$ cat config.mk
export PLATFORM = sky130hd
export DESIGN_NAME = bfp_formatter
export DESIGN_NICKNAME = d
export VERILOG_FILES = /design/src/rtl/bfp_formatter.sv
export SDC_FILE = /design/constraint.sdc
export NUM_CORES = 1
export LEC_CHECK = 0
export ABC_CLOCK_PERIOD_IN_PS = 13000
export BUFFER_PORTS_ARGS = -buffer_cell sky130_fd_sc_hd__buf_4
export CORE_MARGIN = 5
export CORE_UTILIZATION = 61
export DETAILED_ROUTE_END_ITERATION = 10
export PLACE_DENSITY = 0.79
export SYNTH_ARGS = -nofsm -noshare
export SYNTH_HDL_FRONTEND = slang
export SYNTH_SLANG_ARGS = --single-unit
$ cat constraint.sdc
create_clock -name clk -period 13 [get_ports clk]
set_input_delay 1.3 -clock clk [delete_from_list [all_inputs] [get_ports clk]]
set_output_delay 1.3 -clock clk [all_outputs]
set_load 0.005 [all_outputs]
$ cat src/rtl/bfp_formatter.sv
module bfp_formatter #(
  parameter int N  = 20,
  parameter int MW = 12,
  parameter int EW = 4,
  parameter int SW = 3,
  parameter int XW = EW + $clog2(MW) + 1
) (
  input  logic          clk,
  input  logic          rst_n,
  input  logic          in_valid,
  output logic          in_ready,
  input  logic [MW-1:0] in_mant,
  input  logic [EW-1:0] in_exp,
  input  logic [SW-1:0] in_scale,
  output logic          out_valid,
  output logic [MW-1:0] out_mant,
  output logic [XW-1:0] out_exp,
  output logic          out_done
);
  localparam int CW = $clog2(N);
  localparam int FW = MW - 1;

  function automatic logic [XW-1:0] ext_exp(input logic [EW-1:0] e);
    return {{(XW-EW){e[EW-1]}}, e};
  endfunction

  function automatic logic [XW-1:0] norm_key(input logic [MW-1:0] m, input logic [EW-1:0] e);
    logic          sg;
    logic          run;
    logic [FW-1:0] rest;
    int            n;
    sg  = m[MW-1];
    run = 1'b1;
    n   = 0;
    for (int i = FW - 1; i >= 0; i--) begin
      if (run && m[i] == sg) n++;
      else run = 1'b0;
    end
    rest = m[FW-1:0] << n;
    if (sg && rest == '0) n--;
    return ext_exp(e) - XW'(n);
  endfunction

  function automatic logic [MW-1:0] align(input logic [MW-1:0] m, input logic [XW-1:0] d);
    logic [XW-1:0] amt;
    logic [MW-1:0] r;
    if (!d[XW-1]) begin
      amt = d;
      r   = $signed(m) >>> amt;
    end else begin
      amt = -d;
      r   = m << amt;
    end
    return r;
  endfunction

  logic [MW+EW-1:0] store [N];
  logic             emit_q;
  logic [CW-1:0]    cnt_q;
  logic [XW-1:0]    emax_q;
  logic [SW-1:0]    scale_q;

  logic [XW-1:0]    key;
  logic [XW-1:0]    nmax;
  logic [SW-1:0]    scale_eff;
  logic [MW+EW-1:0] rd;
  logic             last;

  assign in_ready  = !emit_q;
  assign key       = norm_key(in_mant, in_exp);
  assign nmax      = (cnt_q == '0 || $signed(key) > $signed(emax_q)) ? key : emax_q;
  assign scale_eff = (cnt_q == '0) ? in_scale : scale_q;
  assign rd        = store[cnt_q];
  assign last      = cnt_q == CW'(N - 1);

  always_ff @(posedge clk)
    if (!emit_q && in_valid) store[cnt_q] <= {in_exp, in_mant};

  always_ff @(posedge clk or negedge rst_n) begin
    if (!rst_n) begin
      emit_q    <= 1'b0;
      cnt_q     <= '0;
      emax_q    <= '0;
      scale_q   <= '0;
      out_valid <= 1'b0;
      out_done  <= 1'b0;
      out_mant  <= '0;
      out_exp   <= '0;
    end else begin
      out_valid <= 1'b0;
      out_done  <= 1'b0;
      if (!emit_q) begin
        if (in_valid) begin
          emax_q  <= nmax;
          scale_q <= scale_eff;
          if (last) begin
            emit_q  <= 1'b1;
            cnt_q   <= '0;
            out_exp <= nmax + {{(XW-SW){1'b0}}, scale_eff};
          end else begin
            cnt_q <= cnt_q + 1'b1;
          end
        end
      end else begin
        out_valid <= 1'b1;
        out_mant  <= align(rd[MW-1:0], out_exp - ext_exp(rd[MW+EW-1:MW]));
        out_done  <= last;
        if (last) begin
          emit_q <= 1'b0;
          cnt_q  <= '0;
        end else begin
          cnt_q <= cnt_q + 1'b1;
        end
      end
    end
  end
endmodule

Word-level counts from Yosys, hierarchy flattened:

Memories as Yosys holds them, arrays and structs flattened.
Cells that the tools add are included.

* register bits: 41
* bits in writable memories: 320
* input port bits: 22
* logic and storage cells: 97
* memories: 1

Memories
* store: words 20, width 16, rd ports 1, clocked after memory_dff 0, write ports 1, RTL line 57 `logic [MW+EW-1:0] store [N];`

* $add $sub $neg: 16
* order comparisons: 1
* equal/unequal tests: 12
* shift-type cells: 3
* muxes and demuxes: 36
* bitwise logic cells: 1
* reduce and logical (&&, ||, !) cells: 19

Operators by type and width (number)
* $add 32x2->32 const B: 10
* $mux 32: 10
* $shl 11x32->11: 1
* $mux 1: 19
* $mux 9: 2
* $sub 9x9->9: 2
* $mux 5: 3
* $logic_and 1x1->1: 12
* $mux 12: 1
* $shl 12x9->12: 1
* $sshr 12x9->12: 1
* $eq 1x1->1: 11
* $logic_not 11->1: 1
* $add 9x3->9: 1
* $gt 9x9->1: 1
* $neg 9->9: 1
* $sub 9x2->9 const B: 1
* $add 5x1->5 const B: 1
* $eq 5x5->1 const B: 1
* $logic_not 5->1: 1
* $mux 3: 1
* $reduce_and 3->1: 1
* $reduce_and 2->1: 1
* $reduce_bool 2->1: 1
* other kinds (3): 3

Logic depth before layout (Yosys ltp):

Gate-level depths: netlist of run 1.

* depth after elaboration: 31
* mapped depth: 68

Least setup slack after synthesis of run 1:

OpenSTA, ideal clock, no wires.

* path kind: input to register
* from: in in_mant[11]
* to: reg out_exp[5]
* library setup time: 0.129 ns
* data arrival time: 12.598 ns
* path slack: 0.273 ns
* stages: 65
* path buffers: 4
* cell sequence: buf_4 buf_2 buf_2 nor2_1 o21ai_0 o21ai_0 ha_1 a21oi_1 a21oi_1 ha_1 nand2_1 nand2_1 ha_1 a21oi_1 nor2_1 ha_1 mux2_2 ha_1 (+29 left out) nor4_2 a211oi_1 ha_1 nor2_1 a211o_1 inv_1 nand2_1 clkbuf_1 a21oi_1 inv_1 ha_1 a21o_1 a21oi_1 nor2_1 xnor2_1 nor2_1 a21oi_1 o21ai_0

* longest elaborated chain between the ends: 31
* elaborated cells between the ends (all ways): 62

RTL lines
* start, declared: RTL line 12 `input logic [MW-1:0] in_mant,`
* $eq 1x1->1: RTL line 36 `if (run && m[i] == sg) n++;`
* $mux 1: RTL line 36
* $add 32x2->32 / $logic_and 1x1->1 (equally long branches): RTL line 36
* $mux 32 / $mux 1 (equally long branches): RTL line 36
* $add 32x2->32 / $logic_and 1x1->1 (equally long branches): RTL line 36
* $mux 32 / $mux 1 (equally long branches): RTL line 36
* $add 32x2->32 / $logic_and 1x1->1 (equally long branches): RTL line 36
* $mux 32 / $mux 1 (equally long branches): RTL line 36
* (+16 left out)
* $logic_and 1x1->1: RTL line 40 `if (sg && rest == '0) n--;`
* $mux 9 (*): RTL line 40
* $sub 9x9->9 (*): RTL line 41 `return ext_exp(e) - XW'(n);`
* $gt 9x9->1: RTL line 71 `assign nmax = (cnt_q == '0 || $signed(key) > $signed(emax_q)) ? key : emax_q;`
* $logic_or 1x1->1: RTL line 71
* $mux 9 (*): RTL line 71
* named net nmax[1]: RTL line 64 `logic [XW-1:0] nmax;`
* $add 9x3->9 (*): RTL line 99 `out_exp <= nmax + {{(XW-SW){1'b0}}, scale_eff};`
* end signal, assigned: RTL line 99
* end, declared: RTL line 17 `output logic [XW-1:0] out_exp,`

The timed path passes the listed nets; every way through them passes the cells marked *.
A chain may end at the register's enable or synchronous reset.

Worst setup path after layout of run 1:

* from: in in_mant[10]
* to: reg out_exp[8]

The elaborated chain is that of the path after synthesis.

==> flow_summary.yaml, run 1 <==
synthesis:
  synth-edff-count: 320
  syn_inst: 1319
  ys_ff_latch: 361
  synth.area.top_cells: "edfxtp_1 (53%), mux4_2 (10%), dfrtp_1 (5.7%)"
  yosys.cell_types.count: 92
  yosysSeqAreaShare: 0.586
  netlist_area_sq_mm: 0.0181
  synth_top_area_frac: 0.530
  syn_avg_cell_area_sq_um: 13.7
  synth.net_count: 1386
  synth_area_leader_cell: "edfxtp_1"
  ys.flop_type: "edfxtp_1"
  async_flop_share: 0.114
  yosys_warnings: 0
die:
  design.die.area_sq_mm: 0.0333
  num_rows: 63
  die_x_microns: 182
  coreArea_sq_mm: 0.0295
  die_h_microns: 182
  io-pin-count: 46
  initial_utilization: 0.615
worst_setup_path:
  cp_slowest_cell: "or3_4"
  arrival_ns: 12.68
  path_max_fanout: 29
  worst_setup_path_start_kind: "primary input"
  critPathMaxStageDelay_ns: 0.44
  path_class: "primary input to flip-flop"
  setup.worst_path.end_class: "flip-flop"
  required_ns: 13.40
  cpMostUsedCell: "ha_1"
route:
  firstDrtPassIters: 6
  ant_nets: 0
  vias_per_cell: 6.73
  drtIter0Drc: 1226
  wl_per_cell_microns: 25.3
  drcViolationCount: 0
  vias: 11990
  drt_wl_total_mm: 45.1
sta:
  drv_slew: 0
  fmax_ghz: 0.0815
  skew_ns: 0.0300
  layout_min_cycle_time_ns: 12.28
  finalHoldViolations: 0
  min_period_over_period: 0.944
  relSlewSlack: 0.203
  setup_viol: 0
  tightestPinTransition_ns: 1.20
  setup_tns_ns: 0
clocking:
  cts_buffers: 36
  cts_tree: "done"
  cts-root-buf: "clkbuf_16"
  cts.sinks: 361
  clk_latency_ns: 0.54
  path_clk_slew_ns: 0.06
  ctsHtreeMaxLevel: 2
  clockBufferDepth: 3
grt:
  antenna_found_initial: 0
  grt_pass1_wl_mm: 70.2
  first_global_vias: 12000
  grt_max_degree: 48
  grtUsageTotal: 0.275
  grt_overflow_total: 0
run_status:
  outcome: "finished, final reports clean"
place:
  port_buffers: 45
  gp_congestion: 0.985
  place.detailed.hpwl_mm: 27.6
final_layout:
  fillCellCount: 1994
  regArea_sq_mm: 0.0106
  fin_nets: 1433
  area_delta_synth_final_pct: 11.0
  multi_input_area_sq_mm: 0.00713
  utilization: 0.682
  final_common_cell: "edfxtp_1"
  layout-drive-gt1-share: 0.188
  diodes: 0
  most-common-layout-cells: "edfxtp_1 (320), nand2_1 (96), nor2_1 (86)"
min_path:
  hp-class: "flip-flop to flip-flop"
pwr:
  ir_worst_vdd_v: 0.000207
  power.density_mw_per_mm2: 260
  leakage_nw: 7.06
run:
  maxCapViolations: 0
## critical path, delay by kind of cell
kind            cells  cell delay [ns]
mux                 4             0.97
simple gates       13             2.40
xor+xnor            2             0.27
fa+ha+maj          12             3.37
compound gates     22             3.48
buf+inv             8             0.89
## sequential cells by signal, summed over array words and instances (netlist names)
signal     count
cnt_q          5
out_valid      1
emit_q         1
scale_q        3
out_exp        9
store        320
out_done       1
emax_q         9
out_mant      12
## power breakdown
group | leakage [nW] | internal [W] | switching, W
Sequential | 3.40 | 0.00136 | 0.000116
Clock | 0.554 | 0.000586 | 0.000429
Combinational | 3.11 | 0.00105 | 0.00168
## area by class of cell
| cell class | count | area share |
|---|---|---|
| flip-flops and latches | 361 | 0.529 |
| clock inverters | 19 | 0.00995 |
| multi-input cells | 847 | 0.354 |
| repair buffers | 68 | 0.0254 |
| inverters | 52 | 0.00970 |
| well taps | 390 | 0.0243 |
| clock buffers | 45 | 0.0475 |
## layer usage
metal | part of all wire | vias to the layer above | wire length (microns) | track usage
li1 | - | 5236 | - | -
met5 | 0 | - | 0 | 0
met1 | 0.38 | 5923 | 17100 | 0.362
met2 | 0.51 | 709 | 22800 | 0.477
met3 | 0.083 | 122 | 3740 | 0.0395
met4 | 0.032 | 0 | 1460 | 0.0907
## cell usage after synthesis (4+ instances only)
cell      number
mux2i_1       43
nor3_1        24
nor2b_1       12
ha_1          42
o21bai_1       5
inv_1         49
mux2_2        15
o211ai_1      13
nor2_1        86
a21oi_1       58
a21o_1        13
xor2_1        12
nand2_1       97
buf_2          9
o21a_1        14
and3_1         6
a211oi_1      13
edfxtp_1     320
o22ai_1       13
nand3_1       32
mux4_2        81
and2_1        24
nor3b_1        7
a31oi_1       15
o21ai_0       55
o221ai_1       5
nand2b_1       5
xnor2_1       31
o21ai_1        5
dfrtp_1       41
nand4_1        6
or3_4          4
clkbuf_1      40
a211o_1        5
nor4_1         5
a21boi_0       5
buf_1          6
or2_2          6
or3_1         13
## path summary, 6_finish.rpt
| path | depth (start not counted) | slack (ns) | from | end |
|---|---|---|---|---|
| min in group asynchronous | 1 | 0.78 | rst_n | out_mant[6]$_DFFE_PN0P_ |
| max in group asynchronous | 1 | 11.78 | rst_n | cnt_q[1]$_DFFE_PN0P_ |
| setup reg to reg | 19 | 6.21 | cnt_q[0]$_DFFE_PN0P_ | out_mant[5]$_DFFE_PN0P_ |
| hold reg to reg | 2 | 0.48 | emax_q[7]$_DFFE_PN0P_ | emax_q[7]$_DFFE_PN0P_ |
| hold / removal | 2 | 0.48 | emax_q[7]$_DFFE_PN0P_ | emax_q[7]$_DFFE_PN0P_ |
| setup / recovery | 61 | 0.72 | in_mant[10] | out_exp[8]$_DFFE_PN0P_ |
## cell families after synthesis
kind of cell,share of synthesized area
AOI/OAI and AO/OA,0.104
xor gates and xnor gates,0.0242
adders and majority gates,0.0323
buffers and inverters,0.0246
DFF,0.586
muxes,0.136
and+or+nand+nor,0.0933
## timing repair
item                                    4_1_cts  5_1_grt
setup buffers                                 0        5
endpoints found under the setup margin        0        8
hold buffers                                  0        0
resized for setup                             0       15
## metrics by stage
stage	cell area [sq um]	worst slack, ns	instances	total power (W)	hold WS (ns)
finish	20100	0.723	1782	0.00523	0.483
global route	20100	-0.109	1782	0.00555	0.517
CTS	20000	0.421	1777	0.00518	0.492
detailed placement	18900	-0.0782	1713	0.00416	0.478
global placement	18900	0.293	1713	0.00415	0.470
floorplan	18100	0.273	1319	0.00345	0.352
No activity file was read; power rests on OpenSTA's default activity.
==> inputs of run 2 (changes only) <==
--- a/config.mk
+++ b/config.mk
@@ -11,6 +11,7 @@
 export CORE_UTILIZATION = 61
 export DETAILED_ROUTE_END_ITERATION = 10
 export PLACE_DENSITY = 0.79
+export RECOVER_POWER = 25
 export SYNTH_ARGS = -nofsm -noshare
 export SYNTH_HDL_FRONTEND = slang
 export SYNTH_SLANG_ARGS = --single-unit
==> run 2 against run 1 <==
Net effect:
- the run now ends with max-capacitance violations, max-slew violations left
- clock power about the same
- die area unchanged
- clock skew down 0.0025 ns
- critical path type unchanged
- sequential power is essentially flat
- final area fell by 0.11%
- worst hold slack hardly changed
- highest routed layer unchanged
- total power about the same
==> flow_summary.yaml, run 2 (synthesized netlist as in run 1, its figures left out) <==
run_status:
  outcome: "complete, but fails checks"
  violations: "max-capacitance violations, max-slew violations"
sta:
  fmax_ghz: 0.0812
  setup_ws_ns: 0.683
  layout_min_cycle_time_ns: 12.32
  relSlewSlack: -0.574
  min_period_over_period: 0.947
  tightestPinTransition_ns: 2.36
  setup_tns_ns: 0
  fin_worst_hold_slack_ns: 0.483
  setup_viol: 0
  skew_ns: 0.0275
  drv_slew: 42
  finalHoldViolations: 0
clocking:
  clk_latency_ns: 0.54
  clockBufferDepth: 3
  cts-root-buf: "clkbuf_16"
  cts_buffers: 36
  cts_tree: "done"
  path_clk_slew_ns: 0.06
  ctsHoldBuffers: 0
  ctsHtreeMaxLevel: 2
  cts.sinks: 361
worst_setup_path:
  worst_setup_path_start_kind: "primary input"
  worstReg2RegEnd: "out_mant[5]$_DFFE_PN0P_"
  arrival_ns: 12.72
  required_ns: 13.41
  rrSetupSlack_ns: 6.20
  path_max_fanout: 29
  r2r_cells: 19
  path_class: "primary input to flip-flop"
  cpMostUsedCell: "ha_1"
  critPathMaxStageDelay_ns: 0.44
  setup.worst_path.end_class: "flip-flop"
  cp_slowest_cell: "or3_4"
  r2r-start: "cnt_q[0]$_DFFE_PN0P_"
pwr:
  leakage_nw: 7.04
  report.power.total_w: 0.00523
  ir_worst_vdd_v: 0.000206
  power.density_mw_per_mm2: 260
place:
  place.detailed.hpwl_mm: 27.6
  place_ws_ns: -0.0782
  port_buffers: 45
  gp_congestion: 0.985
final_layout:
  final_common_cell: "edfxtp_1"
  multi_input_area_sq_mm: 0.00713
  utilization: 0.682
  largest_reg_flops: 320
  largest-register: "store"
  largest_registers: "store x320, out_mant x12"
  fin_nets: 1433
  most-common-layout-cells: "edfxtp_1 (320), nand2_1 (96), nor2_1 (86)"
  regArea_sq_mm: 0.0106
  fillCellCount: 2001
  area_delta_synth_final_pct: 10.8
  diodes: 0
  layout-drive-gt1-share: 0.184
route:
  wl_per_cell_microns: 25.4
  drt_wl_total_mm: 45.3
  drcViolationCount: 0
  vias: 12021
  firstDrtPassIters: 5
  ant_nets: 0
  drtIter0Drc: 1207
  vias_per_cell: 6.75
min_path:
  hold_depth: 2
  min_to: "emax_q[7]$_DFFE_PN0P_"
  hp-class: "flip-flop to flip-flop"
  hold_start: "emax_q[7]$_DFFE_PN0P_"
die:
  initial_utilization: 0.615
  die_h_microns: 182
  io-pin-count: 46
  num_rows: 63
  die_x_microns: 182
  design.die.area_sq_mm: 0.0333
  coreArea_sq_mm: 0.0295
grt:
  grtUsageTotal: 0.275
  grt_max_degree: 48
  first_global_vias: 12000
  grt_overflow_total: 0
  antenna_found_initial: 0
  grt_pass1_wl_mm: 70.2
run:
  maxCapViolations: 1
## run 2: what timing repair did
item,4_1_cts,5_1_grt
gates resized for setup,0,15
buffers inserted,0,5
endpoints found under the setup margin,0,8
hold endpoints to repair,0,0
## run 2: report_power, final
group	total (W)	internal, W	switching (W)	leakage (nW)
combinational	0.00273	0.00105	0.00168	3.09
clock	0.00102	0.000586	0.000432	0.554
sequential	0.00148	0.00136	0.000116	3.40
## run 2: area by class of cell
| type | instances | area share |
|---|---|---|
| flip-flops and latches | 361 | 0.530 |
| multi-input cells | 847 | 0.355 |
| clock inverters | 19 | 0.00996 |
| clock buffers | 45 | 0.0476 |
| well taps | 390 | 0.0243 |
| inverters | 52 | 0.00971 |
| repair buffers | 68 | 0.0243 |
## run 2: worst max-delay path by stage
stage / from / to / slack [ns]
global placement: in_mant[10] / out_exp[5]$_DFFE_PN0P_ / 0.29
finish: in_mant[10] / out_exp[8]$_DFFE_PN0P_ / 0.68
detailed placement: in_mant[10] / out_exp[5]$_DFFE_PN0P_ / -0.08
CTS: in_mant[10] / out_exp[5]$_DFFE_PN0P_ / 0.42
global route: in_mant[10] / out_exp[8]$_DFFE_PN0P_ / -0.11
floorplan: in_mant[11] / out_exp[5]$_DFFE_PN0P_ / 0.27
## run 2: worst max-delay path: cells and delay by family
kind / cells / cell delay (ns)
buf+inv: 8 / 0.89
xor+xnor: 2 / 0.27
fa+ha+maj: 12 / 3.25
simple gates: 14 / 2.51
mux: 4 / 0.97
compound gates: 22 / 3.53
## run 2: stage by stage
step | instances | instance area [sq um]
floorplan | 1319 | 18100
global placement | 1713 | 18900
detailed placement | 1713 | 18900
CTS | 1777 | 20000
global route | 1782 | 20100
finish | 1782 | 20100
## run 2: layer usage
metal / GRT usage / share of wire / vias up
met5: 0 / 0 / -
met4: 0.0907 / 0.037 / 0
met3: 0.0395 / 0.085 / 133
met2: 0.477 / 0.50 / 740
met1: 0.362 / 0.38 / 5916
li1: - / - / 5232
